File: config.mk
export PLATFORM = sky130hd
export DESIGN_NAME = alu_flag_unit
export DESIGN_NICKNAME = d
export VERILOG_FILES = /design/src/rtl/alu_flag_pkg.sv /design/src/rtl/alu_addsub.sv /design/src/rtl/alu_shift.sv /design/src/rtl/alu_flag_reg.sv /design/src/rtl/alu_cond_eval.sv /design/src/rtl/alu_flag_unit.sv
export SDC_FILE = /design/constraint.sdc
export NUM_CORES = 1
export LEC_CHECK = 0
export ABC_AREA = 1
export BUFFER_PORTS_ARGS = -buffer_cell sky130_fd_sc_hd__buf_4
export CAP_MARGIN = 10
export CORE_MARGIN = 2
export CORE_UTILIZATION = 30
export DETAILED_ROUTE_END_ITERATION = 8
export PLACE_DENSITY_LB_ADDON = 0.3
export SETUP_SLACK_MARGIN = 0.1
export SKIP_LAST_GASP = 1
export SLEW_MARGIN = 20
export SYNTH_ARGS = -nofsm -noshare
export SYNTH_HDL_FRONTEND = slang
export SYNTH_SLANG_ARGS = --single-unit
export TNS_END_PERCENT = 1
File: constraint.sdc
create_clock -name clk -period 9.72 [get_ports clk]
set_clock_uncertainty 0.2 [all_clocks]
set_input_delay 1.458 -clock clk [delete_from_list [all_inputs] [get_ports clk]]
set_output_delay 1.458 -clock clk [all_outputs]
set_load 0.005 [all_outputs]
File: src/rtl/alu_flag_pkg.sv
// Package: shared types for the flag unit.
// Assumes: op codes and condition codes are fixed 3-bit and 4-bit encodings.
package alu_flag_pkg;

    typedef enum logic [2:0] {
        OP_ADD = 3'd0,
        OP_SUB = 3'd1,
        OP_CMP = 3'd2,
        OP_CMN = 3'd3,
        OP_SHL = 3'd4,
        OP_SHR = 3'd5,
        OP_NO6 = 3'd6,
        OP_NO7 = 3'd7
    } op_e;

    typedef enum logic [3:0] {
        CC_EQ = 4'd0,  CC_NE = 4'd1,  CC_CS = 4'd2,  CC_CC = 4'd3,
        CC_MI = 4'd4,  CC_PL = 4'd5,  CC_VS = 4'd6,  CC_VC = 4'd7,
        CC_HI = 4'd8,  CC_LS = 4'd9,  CC_GE = 4'd10, CC_LT = 4'd11,
        CC_GT = 4'd12, CC_LE = 4'd13, CC_AL = 4'd14, CC_NV = 4'd15
    } cond_e;

    typedef struct packed {
        logic n;
        logic z;
        logic c;
        logic v;
    } flags_t;

endpackage

File: src/rtl/alu_addsub.sv
// Module: two's-complement adder/subtractor with carry and signed overflow.
// Assumes: sub=1 computes a-b as a + ~b + 1, so carry out means "no borrow".
module alu_addsub #(
    parameter int DW = 32
) (
    input  logic [DW-1:0] a,
    input  logic [DW-1:0] b,
    input  logic          sub,
    output logic [DW-1:0] sum,
    output logic          c_out,
    output logic          v_out
);
    logic [DW-1:0] b_eff;
    logic [DW:0]   wide;

    // Invert b and inject a carry for subtraction, then form the wide sum.
    always_comb begin
        b_eff = sub ? ~b : b;
        wide  = {1'b0, a} + {1'b0, b_eff} + {{DW{1'b0}}, sub};
        sum   = wide[DW-1:0];
        c_out = wide[DW];
        v_out = (a[DW-1] == b_eff[DW-1]) && (wide[DW-1] != a[DW-1]);
    end
endmodule

File: src/rtl/alu_shift.sv
// Module: logical left/right shifter reporting the last bit shifted out.
// Assumes: a shift amount of zero shifts nothing and reports no carry.
module alu_shift #(
    parameter int DW  = 32,
    parameter int SHW = $clog2(DW)
) (
    input  logic [DW-1:0]  a,
    input  logic [SHW-1:0] amt,
    input  logic           right,
    output logic [DW-1:0]  res,
    output logic           c_out,
    output logic           c_valid
);
    logic [DW:0] ext;

    // Shift in a one-bit-wider word so the spill bit is the carry.
    always_comb begin
        if (right) begin
            ext   = {a, 1'b0} >> amt;
            res   = ext[DW:1];
            c_out = ext[0];
        end else begin
            ext   = {1'b0, a} << amt;
            res   = ext[DW-1:0];
            c_out = ext[DW];
        end
        c_valid = (amt != '0);
    end
endmodule

File: src/rtl/alu_flag_reg.sv
// Module: status flag register with load enable.
// Assumes: synchronous active-low reset; flags clear to all zero.
module alu_flag_reg
    import alu_flag_pkg::*;
(
    input  logic   clk,
    input  logic   rst_n,
    input  logic   upd_en,
    input  flags_t nxt,
    output flags_t cur
);
    // Load new flags only when an update is requested.
    always_ff @(posedge clk) begin
        if (!rst_n)      cur <= '0;
        else if (upd_en) cur <= nxt;
    end

    p_hold_r7: assert property (@(posedge clk) disable iff (!rst_n)
        !upd_en |=> $stable(cur));
    p_load_r7: assert property (@(posedge clk) disable iff (!rst_n)
        upd_en |=> (cur == $past(nxt)));
    p_reset_r7: assert property (@(posedge clk) disable iff (!rst_n)
        $past(!rst_n) |-> (cur == '0));
endmodule

File: src/rtl/alu_cond_eval.sv
// Module: branch condition evaluator over stored flags.
// Assumes: code 14 is always true and code 15 is never true.
module alu_cond_eval
    import alu_flag_pkg::*;
(
    input  logic       clk,
    input  logic       rst_n,
    input  logic [3:0] cond,
    input  flags_t     fl,
    output logic       taken
);
    cond_e cc;
    logic  ge;

    // Decode the condition code against the stored flags.
    always_comb begin
        cc = cond_e'(cond);
        ge = (fl.n == fl.v);
        unique case (cc)
            CC_EQ: taken = fl.z;
            CC_NE: taken = !fl.z;
            CC_CS: taken = fl.c;
            CC_CC: taken = !fl.c;
            CC_MI: taken = fl.n;
            CC_PL: taken = !fl.n;
            CC_VS: taken = fl.v;
            CC_VC: taken = !fl.v;
            CC_HI: taken = fl.c && !fl.z;
            CC_LS: taken = !fl.c || fl.z;
            CC_GE: taken = ge;
            CC_LT: taken = !ge;
            CC_GT: taken = !fl.z && ge;
            CC_LE: taken = fl.z || !ge;
            CC_AL: taken = 1'b1;
            default: taken = 1'b0;
        endcase
    end

    p_always_r9: assert property (@(posedge clk) disable iff (!rst_n)
        (cond == 4'd14) |-> taken);
    p_never_r9: assert property (@(posedge clk) disable iff (!rst_n)
        (cond == 4'd15) |-> !taken);
    p_eq_ne_r9: assert property (@(posedge clk) disable iff (!rst_n)
        (cond[3:1] == 3'd0) |-> (taken == (fl.z ^ cond[0])));
endmodule

File: src/rtl/alu_flag_unit.sv
// Module: top of the add/subtract/shift unit with flag register and branch check.
// Assumes: result is combinational; flags load at the edge when set_flags is high;
//          br_taken sees only the registered flags.
module alu_flag_unit
    import alu_flag_pkg::*;
#(
    parameter int DW  = 32,
    parameter int SHW = $clog2(DW)
) (
    input  logic          clk,
    input  logic          rst_n,
    input  logic [2:0]    op_sel,
    input  logic [DW-1:0] opnd_a,
    input  logic [DW-1:0] opnd_b,
    input  logic          set_flags,
    input  logic [3:0]    cond,
    output logic [DW-1:0] result,
    output logic          result_wr,
    output logic [3:0]    nzcv,
    output logic          br_taken
);
    op_e           op;
    logic          do_sub;
    logic [DW-1:0] as_sum;
    logic          as_c, as_v;
    logic [DW-1:0] sh_res;
    logic          sh_c, sh_cv;
    logic [DW-1:0] raw;
    logic          ops_valid;
    flags_t        cur_fl, nxt_fl;

    assign op     = op_e'(op_sel);
    assign do_sub = (op == OP_SUB) || (op == OP_CMP);

    alu_addsub #(.DW(DW)) u_addsub (
        .a(opnd_a), .b(opnd_b), .sub(do_sub),
        .sum(as_sum), .c_out(as_c), .v_out(as_v)
    );

    alu_shift #(.DW(DW), .SHW(SHW)) u_shift (
        .a(opnd_a), .amt(opnd_b[SHW-1:0]), .right(op == OP_SHR),
        .res(sh_res), .c_out(sh_c), .c_valid(sh_cv)
    );

    // Select the raw value and next flags per operation.
    always_comb begin
        raw       = '0;
        ops_valid = 1'b1;
        nxt_fl    = cur_fl;
        result_wr = 1'b0;
        unique case (op)
            OP_ADD, OP_SUB: begin
                raw = as_sum; result_wr = 1'b1;
                nxt_fl.c = as_c; nxt_fl.v = as_v;
            end
            OP_CMP, OP_CMN: begin
                raw = as_sum;
                nxt_fl.c = as_c; nxt_fl.v = as_v;
            end
            OP_SHL, OP_SHR: begin
                raw = sh_res; result_wr = 1'b1;
                if (sh_cv) nxt_fl.c = sh_c;
            end
            default: ops_valid = 1'b0;
        endcase
        if (ops_valid) begin
            nxt_fl.n = raw[DW-1];
            nxt_fl.z = (raw == '0);
        end
    end

    // Drive the write path only for result-producing operations.
    always_comb result = result_wr ? raw : '0;

    alu_flag_reg u_flags (
        .clk(clk), .rst_n(rst_n), .upd_en(set_flags && ops_valid),
        .nxt(nxt_fl), .cur(cur_fl)
    );

    alu_cond_eval u_cond (
        .clk(clk), .rst_n(rst_n), .cond(cond), .fl(cur_fl), .taken(br_taken)
    );

    assign nzcv = cur_fl;

    p_cmp_no_write_r5: assert property (@(posedge clk) disable iff (!rst_n)
        ((op_sel == 3'd2) || (op_sel == 3'd3)) |-> (!result_wr && result == '0));
    p_add_carry_r1: assert property (@(posedge clk) disable iff (!rst_n)
        (op_sel == 3'd0 && set_flags) |=>
            (nzcv[1] == (({1'b0, $past(opnd_a)} + {1'b0, $past(opnd_b)}) >> DW)));
    p_shift_v_r6: assert property (@(posedge clk) disable iff (!rst_n)
        (op_sel[2:1] == 2'b10) |=> (nzcv[0] == $past(nzcv[0])));
    p_noop_r8: assert property (@(posedge clk) disable iff (!rst_n)
        (op_sel[2:1] == 2'b11) |=> $stable(nzcv));
endmodule

==> impl_metrics.yaml, run 1 <==
setup_path:
  arrival_ns: 5.25
  r2r-end: "u_flags.cur[3]"
  rr_startpoint: "u_flags.cur[3]"
  crit_path_end_kind: "output port"
  critPathCapture: "result[31]"
  crit_fanout: 32
  setup.worst_path.start_class: "primary input"
  worstPathRequired_ns: 8.06
  critPathKind: "primary input to output port"
  r2r_cells: 4
  r2r_setup_slack_ns: 8.69
  critPathLaunch: "op_sel[2]"
placement:
  pre_cts_slack_ns: 2.35
  io_buffers: 111
  placed_cells: 1654
  hpwl_mm: 24.4
  place.gp.congestion: 0.965
  place_area_sq_um: 7650
route:
  routedWlPerCell_um: 18.4
  dr.pass1.iters: 6
  wl_met1_mm: 12.9
  antenna_left: 0
  vias: 9474
  first_iter_violations: 856
  dr_wl_met2_mm: 14.3
  drt-total-wl_mm: 30.5
  vias_per_cell: 5.72
  highest_layer: "met4"
  drc_errors: 0
  wl_met3_mm: 2.17
final_layout:
  final_cells: 1657
  largest_reg_flops: 4
  regMostFlops: "u_flags.cur"
  final_common_cell: "nand2_1"
  mostFrequentLayoutCells: "nand2_1, nand3_1, buf_4"
  multi_input_area_sq_um: 6040
  diodes: 0
  drive_gt1_frac: 0.126
  final_area_sq_um: 7740
  fin_nets: 1493
  fillers: 2508
  fin_util: 0.352
  top_regs: "u_flags.cur (4)"
  seqCellArea_sq_um: 80.1
  synthToLayoutAreaGrowth_pct: 14.7
sta:
  final_hold_viol_count: 0
  finalSetupTns_ns: 0
  worst_pin_slew_ns: 0.960
  setup_violations: 0
  rsz0062_at_grt: "false"
  slew_headroom: 0.353
  post-route-period-util: 0.711
  min_period_ns: 6.91
  whs_ns: 0.322
  max_freq_mhz: 145
  slew_viol_final: 0
  fin_ws_ns: 2.81
clocking:
  cts_setup_buffers: 0
  insertion_delay_ns: 0.22
  clockRootBuffer: "clkbuf_16"
  cts_buffers: 3
  hold_buffers: 0
  max-clock-path-buffers: 2
  clkSinkCount: 4
  cts_resized: 0
  h-tree-depth: 1
  cts_tree: "built"
  clk_pin_slew_ns: 0.03
synth:
  synth_nets: 1436
  postSynthAreaPerCell_sq_um: 5.10
  ys_types: 44
  yosysSeqAreaShare: 0.0119
  synth_warnings: 0
  ys_ff_latch: 4
  synth_area_sq_um: 6750
  syn_inst: 1322
pwr:
  power_mw: 0.637
  p_leak_nw: 3.80
  ir_drop_v: 0.0000328
  powerDensity_nw_per_um2: 82.4
die:
  ios: 112
  die_h_um: 154
  coreArea_sq_um: 22000
  rows: 54
  initial_core_util: 0.307
  dieArea_sq_um: 23700
  die_w_um: 154
job:
  maxCapViolCount: 0
global_routing:
  overflow: 0
  grt_use_total: 0.247
  grt_max_degree: 67
  grt_pass1_vias: 8708
  antenna_found_initial: 0
  grt_pass1_wl_mm: 46.7
min_path:
  hold_class: "flip-flop to flip-flop"
run_status:
  outcome: "finished, final reports clean"
-- cells in the mapped netlist (all sizes together) --
cell    number  area, sq um
dfxtp        4         80.1
o21bai       1         7.51
nand4       10         62.6
or2          9         56.3
mux2i        1         10.0
a41oi        1         8.76
xnor2       28          245
a21o         6         45.0
ha          39          488
clkinv       1         3.75
a32o         2         20.0
a311oi       1         8.76
a21oi       95          483
nor2       108          413
o31ai        1         7.51
a211oi       1         7.51
buf         48          268
o211ai      10         75.1
a31oi        1         6.26
inv         79          297
nor3         9         45.0
clkbuf      19         71.3
xor2         4         35.0
o21a         4         30.0
o21ai       56          280
nand3b      11         82.6
nand2      389         1610
and3         1         6.26
nand3      373         1920
a21boi       4         30.0
and2         5         31.3
fa           1         20.0
-- metal layers --
layer  global-route usage  up-vias
met2                0.432      434
li1                     -     4628
met4               0.0725        0
met3               0.0110       55
met1                0.328     4357
met5                    0        -
-- power breakdown --
part           switching, mW  internal [mW]
combinational          0.359          0.195
sequential           0.00143         0.0176
clock                 0.0118         0.0526
-- cell families (layout without fill, tap and decap cells) --
kind of cell,count (synthesis),after routing,share of synthesized area
fa+ha+maj,40,40,0.0753
buf+inv,147,202,0.0948
compound gates,183,183,0.150
simple gates,915,915,0.625
flops,4,4,0.0119
mux,1,1,0.00148
xor+xnor,32,32,0.0415
-- worst max-delay path: stages --
cell,delay (ns)
buf_4,0.15
inv_2,0.47
nand3_4,0.65
xnor2_1,0.44
ha_1,0.32
a21oi_1,0.24
o21ai_0,0.21
a21oi_1,0.36
nand2_1,0.18
nand2_1,0.11
nand2_1,0.09
nand2_1,0.07
nand3_1,0.13
a21oi_1,0.20
buf_4,0.13
-- layout make-up --
cell class	instances	share of cell area
clock buffers	3	0.00970
inverters	80	0.0388
multi-input cells	1171	0.780
flip-flops and latches	4	0.0104
well taps	280	0.0453
repair buffers	119	0.115
-- worst min path at each step --
stage | to | slack, ns | start | depth (start not counted)
after CTS | u_flags.cur[2] | 0.33 | u_flags.cur[2] | 2
final | u_flags.cur[2] | 0.32 | u_flags.cur[2] | 2
after global routing | u_flags.cur[2] | 0.35 | u_flags.cur[2] | 2
after detailed placement | u_flags.cur[2] | 0.32 | u_flags.cur[2] | 2
after floorplan | u_flags.cur[2] | 0.29 | u_flags.cur[2] | 2
after global placement | u_flags.cur[2] | 0.31 | u_flags.cur[2] | 2
No activity file was read; power rests on OpenSTA's default activity.
==> run 2: changes to the inputs <==
- ABC_AREA: 1 -> 0
- clock period: 9.72 -> 7.01 ns (I/O delays scaled with it)
==> run 2 against run 1 <==
  * Synthesized cell count shrank 17%
  * Register-to-register slack got worse by 2.7 ns
  * First-iteration DRC count rose by 66%
  * Sequential power increased by 43%
  * Hold slack improved by 0.012 ns
  * Cell count is 12% lower
  * Core utilization is 1.1 points lower
  * Largest cell class unchanged
  * Highest routed layer unchanged
==> impl_metrics.yaml, run 2 <==
final_layout:
  final_common_cell: "buf_4"
  largest_reg_flops: 4
  seqCellArea_sq_um: 80.1
  top_regs: "u_flags.cur (4)"
  mostFrequentLayoutCells: "buf_4, nand2_1, nor2_1"
  fin_nets: 1238
  drive_gt1_frac: 0.206
  regMostFlops: "u_flags.cur"
  final_cells: 1457
  diodes: 0
  fillers: 2821
  synthToLayoutAreaGrowth_pct: 12.2
  multi_input_area_sq_um: 7250
  fin_util: 0.341
clocking:
  clockRootBuffer: "clkbuf_16"
  cts_buffers: 3
  insertion_delay_ns: 0.23
  cts_tree: "built"
  cts_setup_buffers: 0
  clk_pin_slew_ns: 0.03
  h-tree-depth: 1
  cts_resized: 0
  hold_buffers: 0
  max-clock-path-buffers: 2
  clkSinkCount: 4
die:
  rows: 59
  initial_core_util: 0.304
  ios: 112
  die_w_um: 166
  dieArea_sq_um: 27700
  die_h_um: 166
  coreArea_sq_um: 26000
sta:
  fin_ws_ns: 0.591
  max_freq_mhz: 156
  setup_violations: 0
  finalSetupTns_ns: 0
  final_hold_viol_count: 0
  slew_viol_final: 0
  min_period_ns: 6.42
  worst_pin_slew_ns: 1.12
  slew_headroom: 0.253
  post-route-period-util: 0.916
  rsz0062_at_grt: "false"
  whs_ns: 0.335
route:
  vias_per_cell: 6.60
  drc_errors: 0
  antenna_left: 0
  routedWlPerCell_um: 27.6
  first_iter_violations: 1423
  dr.pass1.iters: 6
  drt-total-wl_mm: 40.3
  vias: 9621
synth:
  syn_inst: 1092
  yosysMostFrequentCell: "nand2_1"
  ys_ff_latch: 4
  synth_nets: 1206
  async_flop_share: 0
  synth_area_sq_um: 7900
  yosysSeqAreaShare: 0.0101
  postSynthAreaPerCell_sq_um: 7.24
  synth.top_cell.area_share: 0.106
  synth_warnings: 0
  yosysTopAreaCell: "mux2i_1"
  synth_ff_type: "dfxtp_1"
  ys_types: 83
  synthTopCellsByCount: "nand2_1, nor2_1, mux2i_1"
  synthTopCellsByArea: "mux2i_1, mux4_2, mux2_2"
  synth-edff-count: 0
pwr:
  p_leak_nw: 3.56
  powerDensity_nw_per_um2: 124
  ir_drop_v: 0.000233
setup_path:
  worstPathRequired_ns: 5.76
  arrival_ns: 5.17
  critPathLaunch: "op_sel[1]"
  critPathKind: "primary input to output port"
  crit_fanout: 23
  rr_startpoint: "u_flags.cur[3]"
  r2r_setup_slack_ns: 5.96
  crit_path_end_kind: "output port"
  setup.worst_path.start_class: "primary input"
placement:
  io_buffers: 111
  hpwl_mm: 30.5
  placed_cells: 1454
  place.gp.congestion: 1.03
  pre_cts_slack_ns: 0.695
min_path:
  hold_class: "flip-flop to flip-flop"
  holdCritStartpoint: "u_flags.cur[2]"
global_routing:
  grt_pass1_wl_mm: 59.4
  grt_pass1_vias: 9053
  grt_use_total: 0.275
  grt_max_degree: 60
  overflow: 0
  antenna_found_initial: 0
run_status:
  outcome: "finished, final reports clean"
job:
  maxCapViolCount: 0
-- run 2: cell count changes after synthesis, moves of 17 or more --
cell | previous run | this run
nand2_1 | 367 | 105
nor3_1 | 9 | 26
mux2_2 | 0 | 46
nand2_4 | 18 | 0
a21oi_1 | 93 | 69
nand3_1 | 363 | 21
mux2i_1 | 1 | 84
mux4_2 | 0 | 33
inv_1 | 75 | 20
clkbuf_1 | 19 | 51
xor2_1 | 4 | 34
o22ai_1 | 0 | 33
-- run 2: per-layer routing --
metal | up-vias | share of wire | global-route usage | wire (um)
li1 | 4277 | - | - | -
met1 | 4595 | 0.43 | 0.399 | 17200
met2 | 667 | 0.43 | 0.418 | 17200
met3 | 82 | 0.11 | 0.0369 | 4230
met4 | 0 | 0.040 | 0.0930 | 1630
met5 | - | 0 | 0 | 0
-- run 2: worst paths after layout --
check | cells after the start | to
max reg2reg | 2 | u_flags.cur[3]
min | 2 | u_flags.cur[2]
min reg2reg | 2 | u_flags.cur[2]
max | 15 | result[31]
-- run 2: report_power, final --
group	leakage (nW)	switching, mW	internal (mW)
combinational	3.49	0.602	0.383
clock	0.0370	0.0169	0.0730
sequential	0.0328	0.00259	0.0245
-- run 2: layout make-up --
class	count	area share
multi-input cells	966	0.818
flip-flops and latches	4	0.00903
clock buffers	3	0.00847
well taps	335	0.0473
repair buffers	129	0.109
inverters	20	0.00847
-- run 2: cell families after synthesis --
group | Yosys count | share of synthesized area
AO/OA/AOI/OAI | 364 | 0.318
AND/OR/NAND/NOR | 348 | 0.211
multiplexers | 164 | 0.267
buffers and inverters | 122 | 0.0736
XOR/XNOR | 50 | 0.0554
adder cells (fa/ha/maj) | 40 | 0.0643
flip-flops | 4 | 0.0101
-- run 2: critical path: stages --
cell and delay, ns:
buf_4 0.11, xor2_1 0.20, and2_2 0.36, buf_4 0.42
xor2_1 0.12, ha_1 0.39, a21oi_1 0.33, o21ai_0 0.20
nor4_1 0.67, o21ai_0 0.20, a221oi_1 0.53, xnor2_1 0.21
mux2i_1 0.11, nor2_1 0.12, buf_4 0.12
-- run 2: stage by stage --
stage,power (mW),area [sq um]
detailed placement,0.980,8790
finish,1.10,8860
floorplan,0.657,7900
global placement,0.985,8790
global route,1.17,8860
CTS,1.08,8860
